===== src/rtl/line_exposure_seq.sv =====
module line_exposure_seq #(
  parameter int LINE_W = 12,
  parameter int GRAN_W = 2
) (
  input  logic              clk,
  input  logic              rst_n,
  input  logic              frame_start,
  input  logic              line_done,
  input  logic [LINE_W-1:0] release_line,
  input  logic [LINE_W-1:0] ds_line,
  input  logic [LINE_W-1:0] ts_line,
  input  logic [LINE_W-1:0] xfer_line,
  input  logic [GRAN_W-1:0] gran,
  output logic              pix_rst,
  output logic              ds_pulse,
  output logic              ts_pulse,
  output logic              xfer_pulse
);
  localparam int NEV  = 4;
  localparam int NPUL = NEV - 1;
  localparam int WMAX = 4 * (12 * (1 << GRAN_W) + 1);
  localparam int RW   = $clog2(WMAX + 1);
  localparam int EV_REL = 0;
  localparam int PU_XF  = 2;
  localparam logic [LINE_W-1:0] LINE_ONE = {{(LINE_W-1){1'b0}}, 1'b1};

  logic [LINE_W-1:0] thr_in [NEV];
  logic [LINE_W-1:0] thr_q  [NEV];
  logic [LINE_W-1:0] line_q;
  logic [GRAN_W-1:0] gran_q;
  logic [NEV-1:0]    armed_q;
  logic [NEV-1:0]    hit;
  logic [RW-1:0]     width;
  logic [RW-1:0]     rem_q [NPUL];
  logic [NPUL-1:0]   start;
  logic [NPUL-1:0]   active;
  logic              hold_q;

  assign thr_in[0] = release_line;
  assign thr_in[1] = ds_line;
  assign thr_in[2] = ts_line;
  assign thr_in[3] = xfer_line;

  assign width = RW'(4 * (12 * (int'(gran_q) + 1) + 1));

  for (genvar e = 0; e < NEV; e++) begin : g_match
    assign hit[e] = armed_q[e] & line_done & ~frame_start & (line_q == thr_q[e]);
  end

  always_ff @(posedge clk) begin
    if (!rst_n) begin
      line_q  <= '0;
      gran_q  <= '0;
      armed_q <= '0;
      for (int i = 0; i < NEV; i++) thr_q[i] <= '0;
    end else if (frame_start) begin
      line_q  <= '0;
      gran_q  <= gran;
      armed_q <= '1;
      for (int i = 0; i < NEV; i++) thr_q[i] <= thr_in[i];
    end else begin
      armed_q <= armed_q & ~hit;
      if (line_done && line_q != '1) line_q <= line_q + LINE_ONE;
    end
  end

  for (genvar p = 0; p < NPUL; p++) begin : g_pulse
    assign active[p] = rem_q[p] != '0;
    assign start[p]  = hit[p+1] & ~active[p];
    always_ff @(posedge clk) begin
      if (!rst_n)         rem_q[p] <= '0;
      else if (start[p])  rem_q[p] <= width;
      else if (active[p]) rem_q[p] <= rem_q[p] - 1'b1;
    end
  end

  always_ff @(posedge clk) begin
    if (!rst_n)             hold_q <= 1'b1;
    else if (hit[EV_REL])   hold_q <= 1'b0;
    else if (start[PU_XF])  hold_q <= 1'b1;
  end

  assign ds_pulse   = active[0];
  assign ts_pulse   = active[1];
  assign xfer_pulse = active[2];
  assign pix_rst    = hold_q | active[PU_XF];
endmodule


===== config.mk =====
export PLATFORM = sky130hd
export DESIGN_NAME = line_exposure_seq
export DESIGN_NICKNAME = d
export VERILOG_FILES = /design/src/rtl/line_exposure_seq.sv
export SDC_FILE = /design/constraint.sdc
export NUM_CORES = 1
export LEC_CHECK = 0
export ABC_AREA = 0
export BUFFER_PORTS_ARGS = -buffer_cell sky130_fd_sc_hd__buf_2
export CAP_MARGIN = 10
export CELL_PAD_IN_SITES_DETAIL_PLACEMENT = 1
export CELL_PAD_IN_SITES_GLOBAL_PLACEMENT = 2
export CORE_ASPECT_RATIO = 0.8
export CORE_MARGIN = 2
export CORE_UTILIZATION = 35
export DETAILED_ROUTE_END_ITERATION = 6
export PLACE_DENSITY = 0.86
export SLEW_MARGIN = 20
export SYNTH_ARGS = -nofsm -noshare
export SYNTH_HDL_FRONTEND = slang
export SYNTH_SLANG_ARGS = --single-unit

===== constraint.sdc =====
create_clock -name clk -period 2.78 [get_ports clk]
set_clock_uncertainty 0.2 [all_clocks]
set_input_delay 0.556 -clock clk [delete_from_list [all_inputs] [get_ports clk]]
set_output_delay 0.556 -clock clk [all_outputs]
set_load 0.005 [all_outputs]

## Word-level counts from Yosys, hierarchy flattened

Memory sizes are Yosys's and may differ from the RTL's.
Index checks and enable logic that the tools add are counted.

- Add/sub/neg operators: 6
- Multipliers: 1
- Eq/ne operators: 5
- Mux-type cells: 38
- Bitwise gates (word level): 33
- Reduce and logical (&&, ||, !) cells: 6

Operators with widths:

| cell | count |
|---|---|
| equality test 12 bit | 4 |
| two-way mux 12 bit | 4 |
| two-way mux 8 bit | 6 |
| two-way mux 1 bit | 27 |
| nonzero test 8 bit | 3 |
| subtractor 8 x 1 -> 8 bit, second input constant | 3 |
| bitwise AND 1 bit | 15 |
| adder 12 x 1 -> 12 bit, second input constant | 1 |
| != test 12 bit, second input constant | 1 |
| OR 1 bit | 11 |
| adder 6 x 1 -> 6 bit, second input constant | 1 |
| inverter 1 bit | 5 |
| bitwise AND 4 bit | 1 |
| multiplier 2 x 3 -> 4 bit, first input constant | 1 |
| two-way mux 4 bit | 1 |
| inverter 4 bit | 1 |
| adder 2 x 1 -> 3 bit, second input constant | 1 |
| nonzero test 2 bit | 1 |
| OR reduction 2 bit | 1 |
| logical AND 1 bit | 1 |

- Register bits after elaboration: 19
- Memory bits (writable): 72
- Input bits: 54
- Output and inout port bits: 4
- Logic and storage cells: 95
- Memories kept: 2

Memories:

| name | words | bits a word | read ports | clocked after memory_dff | wr ports | RTL line | text |
|---|---|---|---|---|---|---|---|
| thr_q | 4 | 12 | 4 | 0 | 4 | 28 | `logic [LINE_W-1:0] thr_q [NEV];` |
| rem_q | 3 | 8 | 3 | 0 | 3 | 34 | `logic [RW-1:0] rem_q [NPUL];` |

## Depth between registers and ports, before layout

Gate-level depths: netlist (run 1).

- Word-level depth: 9
- Mapped depth: 8

## Worst setup path after synthesis (run 1)

No wires, ideal clock.

- Kind: in2reg
- Start point: input port frame_start
- End point: memory thr_q[0][0], enable pin
- Setup time: 0.431 ns
- Arrival: 2.224 ns
- Required time: 2.149 ns
- Path slack: -0.075 ns
- Cell stages on the path: 2
- Cells stage by stage: nand2b_1 -> clkbuf_1

RTL lines:

| what | RTL line | text |
|---|---|---|
| start, declared | 7 | `input logic frame_start,` |
| end, declared | 28 |  |

==> results.py, run 1 <==
metrics = {
    "grt": {
        "grt_max_degree": 61,
        "grt_pass1_vias": 3568,
        "antenna_found_initial": 0,
        "grt_usage_pct": 17.01,
        "grt_pass1_wl_mm": 18.73,
        "grt_overflow": 0,
    },
    "cells_and_area": {
        "nFillCells": 1427,
        "finalNonFillerCells": 665,
        "drive_gt1_share_pct": 21.63,
        "final_cell_area_sq_um": 5563,
        "antenna_cells": 0,
        "syn_to_final_growth_pct": 17.62,
        "finish.net_count": 547,
    },
    "setup_path": {
        "worstPathMaxFanout": 7,
        "cp-end-kind": "output pin",
        "reg2reg_depth": 4,
        "cp.arrival_ns": 1.91,
        "reg2reg_to": "rem_q[2][2]$_SDFFCE_PN0P_",
        "reg2reg_from": "line_q[8]$_SDFFE_PP0P_",
        "crit_path_start_kind": "flip-flop",
        "cp.required_ns": 2.02,
        "critical_path_class": "flip-flop to output pin",
        "worst-r2r-setup-slack_ns": 0.39,
    },
    "detailed_routing": {
        "avgRoutedWirePerCell_um": 17.41,
        "drt_iter0_markers": 179,
        "vias": 3429,
        "viasPerCell": 5.156,
        "drc_errors": 0,
        "ant_nets": 0,
        "dr.pass1.iters": 4,
        "drt-total-wl_mm": 11.58,
    },
    "logic_synthesis": {
        "synth_cells": 426,
        "ys_ff_latch": 91,
        "synth.avg_cell_area_sq_um": 11.10,
        "synthesis.area_sq_um": 4730,
        "synth_top_area_share_pct": 45.71,
        "synth_nets": 488,
        "synthTopCellsByArea": "edfxtp_1 46%, dfxtp_1 8.0%, and3_1 6.6%, xnor2_1 6.3%, xor2_1 5.6%",
        "yosysWarnings": 0,
        "synth_cell_type_count": 54,
        "synth_area_leader_cell": "edfxtp_1",
        "ys_seq_area_share_pct": 53.76,
    },
    "timing": {
        "timing.hold.ws_ns": 0.2576,
        "slew_violations": 0,
        "tightest_slew_ns": 0.4786,
        "finalSetupViolations": 0,
        "period_needed_ns": 2.665,
        "relSlewSlack_pct": 67.64,
        "finalCritPeriodShare_pct": 95.87,
        "max_freq_mhz": 375.2,
        "setup_tns_ns": 0,
        "hold_violations": 0,
    },
    "flow_run": {
        "maxCapViolCount": 0,
    },
    "cts": {
        "clk_path_buf_depth": 2,
        "h-tree-depth": 3,
        "cts-buffers-inserted": 9,
        "cts_tree": "yes",
        "worstSkewPairLatency_ns": 0.34,
        "root_buffer": "clkbuf_16",
        "clk_pin_slew_ns": 0.06,
        "cts_sinks": 91,
    },
    "floorplanning": {
        "ios": 58,
        "die_h_um": 108.0,
        "coreArea_sq_um": 13010,
        "die_x_um": 134.0,
        "row_count": 37,
        "initial_core_util_pct": 36.36,
        "dieArea_sq_um": 14460,
    },
    "pwr": {
        "finalPower_mw": 4.141,
        "p_per_area_nw_per_um2": 744.4,
        "p_leak_nw": 2.324,
        "ir_drop_v": 0.0003312,
    },
    "place": {
        "place_area_sq_um": 5263,
        "dp_hpwl_mm": 8.740,
        "io_buffer_count": 57,
        "gp_congestion": 0.8429,
        "place_inst": 648,
    },
    "min_path": {
        "hp-start": "armed_q[0]$_SDFF_PN0_",
        "timing.hold.worst_path_depth": 2,
        "min_path_type": "flip-flop to flip-flop",
        "holdPathEnd": "armed_q[0]$_SDFF_PN0_",
    },
    "outcome": {
        "status": "complete, no violations",
    },
}
## worst max-delay path by stage
| stage | start | end | slack (ns) | depth (start not counted) |
|---|---|---|---|---|
| finish | rem_q[2][2]$_SDFFCE_PN0P_ | pix_rst | 0.11 | 5 |
| global route | rem_q[1][0]$_SDFFCE_PN0P_ | ts_pulse | -0.008 | 7 |
| CTS | rem_q[1][0]$_SDFFCE_PN0P_ | ts_pulse | 0.05 | 7 |
| detailed placement | line_q[8]$_SDFFE_PP0P_ | rem_q[2][3]$_SDFFCE_PN0P_ | 0.37 | 4 |
| global placement | rem_q[2][2]$_SDFFCE_PN0P_ | xfer_pulse | 0.45 | 5 |
| floorplan | line_done | rem_q[2][0]$_SDFFCE_PN0P_ | 0.48 | 5 |
## registers in the layout, indices dropped and copies added (netlist names)
register  count
hold_q        1
thr_q        48
gran_q        2
armed_q       4
line_q       12
rem_q        24
## cells in the final DEF (no fill, tap or decap), drive strengths merged, types with 3 or more instances in the layout
cell / instances
nor2: 30
xnor2: 34
inv: 13
edfxtp: 72
a211oi: 5
nand4: 10
nor3b: 5
xor2: 31
nor4: 10
o32ai: 3
mux2i: 5
nand3: 17
nor3: 4
ha: 8
or3: 5
dfxtp: 19
a21oi: 14
clkinv: 3
clkbuf: 13
o31ai: 3
a31o: 3
and3: 50
o21ai: 8
nand2: 20
buf: 77
nand3b: 3
## cell families after synthesis
family | count (synthesis) | synth area share [%]
compound gates | 44 | 6.191
xor+xnor | 65 | 12.20
fa+ha+maj | 8 | 2.116
buf+inv | 42 | 3.757
flops | 91 | 53.76
mux | 6 | 1.296
simple gates | 170 | 20.69
## synthesized netlist by cell type, drive strengths merged
master and instances:
edfxtp 72, and3 50, xnor2 34, xor2 31, nor2 30, nand2 20, clkbuf 19, dfxtp 19
nand3 17, a21oi 14, inv 13, buf 10, nand4 10, nor4 10, ha 8, o21ai 8
a211oi 5, mux2i 5, nor3b 5, or3 5, nor3 4, a31o 3, nand3b 3, o31ai 3
o32ai 3, and2 2, and4 2, nand2b 2, nor2b 2, o2111ai 2, a21boi 1, a41oi 1
and2b 1, and3b 1, and4b 1, mux2 1, nand4b 1, nor4b 1, o21bai 1, o22ai 1
o311a 1, o41ai 1, or3b 1, or4 1, or4b 1
## metrics by stage
step,util (%),setup WS (ns)
floorplan,-,0.4782
global placement,40.45,0.4469
detailed placement,40.45,0.3708
CTS,42.56,0.05021
global route,42.76,-0.008030
finish,42.76,0.1147
## metal layers
| layer | wire, um | vias to the layer above | global-route usage [%] |
|---|---|---|---|
| li1 | - | 1669 | - |
| met1 | 5485 | 1673 | 22.70 |
| met2 | 5384 | 76 | 27.25 |
| met3 | 526 | 11 | 3.797 |
| met4 | 182 | 0 | 6.383 |
| met5 | 0 | - | 0 |
## cell type report
cell class                 count  area (sq um)  share of cell area (%)
sequential                    91          2542                   45.70
multi-input combinational    293          2031                   36.50
timing repair buffer          77         447.9                   8.052
clock buffer                  13         260.3                   4.678
tap                          175         219.0                   3.936
inverter                      13         48.80                  0.8772
clock inverter                 3         13.76                  0.2474
## timing repair
item / CTS / global route
setup buffers: 0 / 1
hold buffers: 0 / 0
resized for setup: 0 / 5
endpoints found under the setup margin: 0 / 4
## power breakdown
group	total [mW]	switching (mW)	internal (mW)
registers	1.94	0.189	1.75
logic	1.06	0.591	0.470
clock network	1.14	0.488	0.649
total	4.14	1.27	2.87
## critical path, stage by stage (launching register included)
cell	delay [ns]
edfxtp_1	0.47
nor4_2	0.37
and2b_1	0.23
and3b_2	0.27
nand2b_1	0.10
buf_2	0.14
(Power assumes the default switching activity.)
==> run 2: changes to the inputs <==
Settings changed: BUFFER_PORTS_ARGS -buffer_cell sky130_fd_sc_hd__buf_2 to -buffer_cell sky130_fd_sc_hd__clkbuf_2, GPL_TIMING_DRIVEN from default to 0.
==> run 2 against run 1 <==
Against the previous run: routed wire length rose by 7.2%; highest routed layer unchanged; power is 4.3% higher; critical path type unchanged; via count rose by 2.4%.
==> results.py, run 2 (same netlist as run 1, synthesis figures left out) <==
metrics = {
    "outcome": {
        "status": "complete, no violations",
    },
    "detailed_routing": {
        "drt_iter0_markers": 194,
        "drc_errors": 0,
        "avgRoutedWirePerCell_um": 18.41,
        "drt-total-wl_mm": 12.41,
        "vias": 3513,
        "dr.pass1.iters": 4,
        "ant_nets": 0,
        "viasPerCell": 5.212,
    },
    "timing": {
        "relSlewSlack_pct": 48.01,
        "finalSetupViolations": 0,
        "slew_violations": 0,
        "tightest_slew_ns": 0.7799,
        "setup_tns_ns": 0,
        "timing.hold.ws_ns": 0.2476,
        "period_needed_ns": 2.682,
        "max_freq_mhz": 372.8,
        "fin_ws_ns": 0.09753,
        "finalCritPeriodShare_pct": 96.49,
        "hold_violations": 0,
        "rsz0062_at_grt": "false",
    },
    "setup_path": {
        "cp.required_ns": 2.02,
        "worstPathMaxFanout": 5,
        "critical_path_class": "flip-flop to output pin",
        "cp.arrival_ns": 1.93,
        "cp-end-kind": "output pin",
        "crit_path_start_kind": "flip-flop",
    },
    "cts": {
        "cts_hold_buf": 0,
        "cts-buffers-inserted": 9,
        "h-tree-depth": 3,
        "worstSkewPairLatency_ns": 0.35,
        "clk_pin_slew_ns": 0.07,
        "root_buffer": "clkbuf_16",
        "cts_sinks": 91,
        "clk_path_buf_depth": 2,
        "cts_tree": "yes",
    },
    "flow_run": {
        "maxCapViolCount": 0,
    },
    "pwr": {
        "switchingPower_mw": 1.377,
        "power_frac_clock_pct": 28.8,
        "power.internal_mw": 2.942,
        "sw_frac_of_total_pct": 31.88,
        "pwr-share-comb_pct": 25.7,
        "p_per_area_nw_per_um2": 773.7,
        "ir_drop_v": 0.0003888,
        "p_leak_nw": 2.328,
        "p_seq_share_pct": 45.5,
    },
    "grt": {
        "grt_usage_pct": 18.11,
        "antenna_found_initial": 0,
        "grt_pass1_vias": 3674,
        "grt_pass1_wl_mm": 19.64,
        "grt_max_degree": 58,
        "grt_overflow": 0,
    },
    "min_path": {
        "min_path_type": "input pin to flip-flop",
    },
    "floorplanning": {
        "ios": 58,
        "coreArea_sq_um": 13010,
        "dieArea_sq_um": 14460,
        "initial_core_util_pct": 36.36,
        "die_h_um": 108.0,
        "die_x_um": 134.0,
        "row_count": 37,
    },
    "cells_and_area": {
        "top_regs": "thr_q (48), rem_q (24), line_q (12)",
        "largest_reg_flops": 48,
        "finish.net_count": 556,
        "drive_gt1_share_pct": 19.64,
        "top_register": "thr_q",
        "antenna_cells": 0,
        "final_common_cell": "edfxtp_1",
        "final_cell_mix": "72 x edfxtp_1, 56 x clkbuf_2, 50 x and3_1, 34 x xnor2_1, 30 x xor2_1",
        "syn_to_final_growth_pct": 18.04,
        "nFillCells": 1430,
    },
    "place": {
        "io_buffer_count": 56,
        "pre_cts_ws_ns": 0.07349,
        "gp_congestion": 0.7891,
        "dp_hpwl_mm": 8.765,
    },
}
[run 2: changes by cell type in the layout (fill, tap and decap cells not counted), sizes merged]
cell and delta:
bufinv +1, buf -64, inv +2, clkbuf +70
[run 2: final timing paths]
path | from | to | slack, ns | cells past startpoint
max | rem_q[0][3]$_SDFFCE_PN0P_ | ds_pulse | 0.1 | 5
min | gran[1] | gran_q[1]$_SDFFE_PN0P_ | 0.25 | 3
max reg2reg | line_q[4]$_SDFFE_PP0P_ | rem_q[2][0]$_SDFFCE_PN0P_ | 0.16 | 5
min reg2reg | armed_q[0]$_SDFF_PN0_ | armed_q[0]$_SDFF_PN0_ | 0.27 | 2
[run 2: area by class of cell]
cell class | count | area [sq um] | area share (%)
clock buffer | 10 | 229.0 | 4.101
timing repair buffer | 59 | 302.8 | 5.424
inverter | 13 | 48.80 | 0.8740
multi-input combinational | 293 | 2052 | 36.75
clock inverter | 6 | 63.81 | 1.143
buffer | 27 | 125.1 | 2.241
tap | 175 | 219.0 | 3.922
sequential | 91 | 2542 | 45.54
[run 2: repair_timing]
item	4_1_cts	5_1_grt
gates cloned	0	0
buffers inserted	0	3
setup endpoints to repair	4	29
gates resized for setup	4	4
[run 2: layer usage]
| layer | share of wire, % | up-vias | track usage [%] |
|---|---|---|---|
| met1 | 46 | 1740 | 23.81 |
| met5 | 0 | - | 0 |
| met3 | 4.7 | 10 | 4.266 |
| met4 | 1.2 | 0 | 5.243 |
| met2 | 48 | 77 | 30.04 |
| li1 | - | 1686 | - |
[run 2: metrics by stage]
stage / cell area, sq um / utilization, % / total power [mW] / instances
final: 5583 / 42.92 / 4.319 / 674
after global routing: 5583 / 42.92 / 4.548 / 674
after CTS: 5545 / 42.63 / 4.292 / 672
after detailed placement: 5233 / 40.22 / 2.988 / 657
after global placement: 5230 / 40.20 / 2.911 / 657
after floorplan: 4731 / - / 2.660 / 426
[run 2: worst max-delay path: stages, from the launching register on]
cell and delay, ns:
edfxtp_1 0.48, nor4_4 0.41, nand3b_1 0.18, nor2_2 0.21, inv_1 0.15, clkbuf_2 0.15
[run 2: power by group through the flow]
stage               Combinational [mW]  Clock (mW)  Sequential [mW]
floorplan                        0.759           0             1.90
global placement                 0.973           0             1.94
detailed placement                1.02           0             1.96
CTS                               1.06        1.28             1.96
global route                      1.25        1.32             1.99
finish                            1.11        1.24             1.96
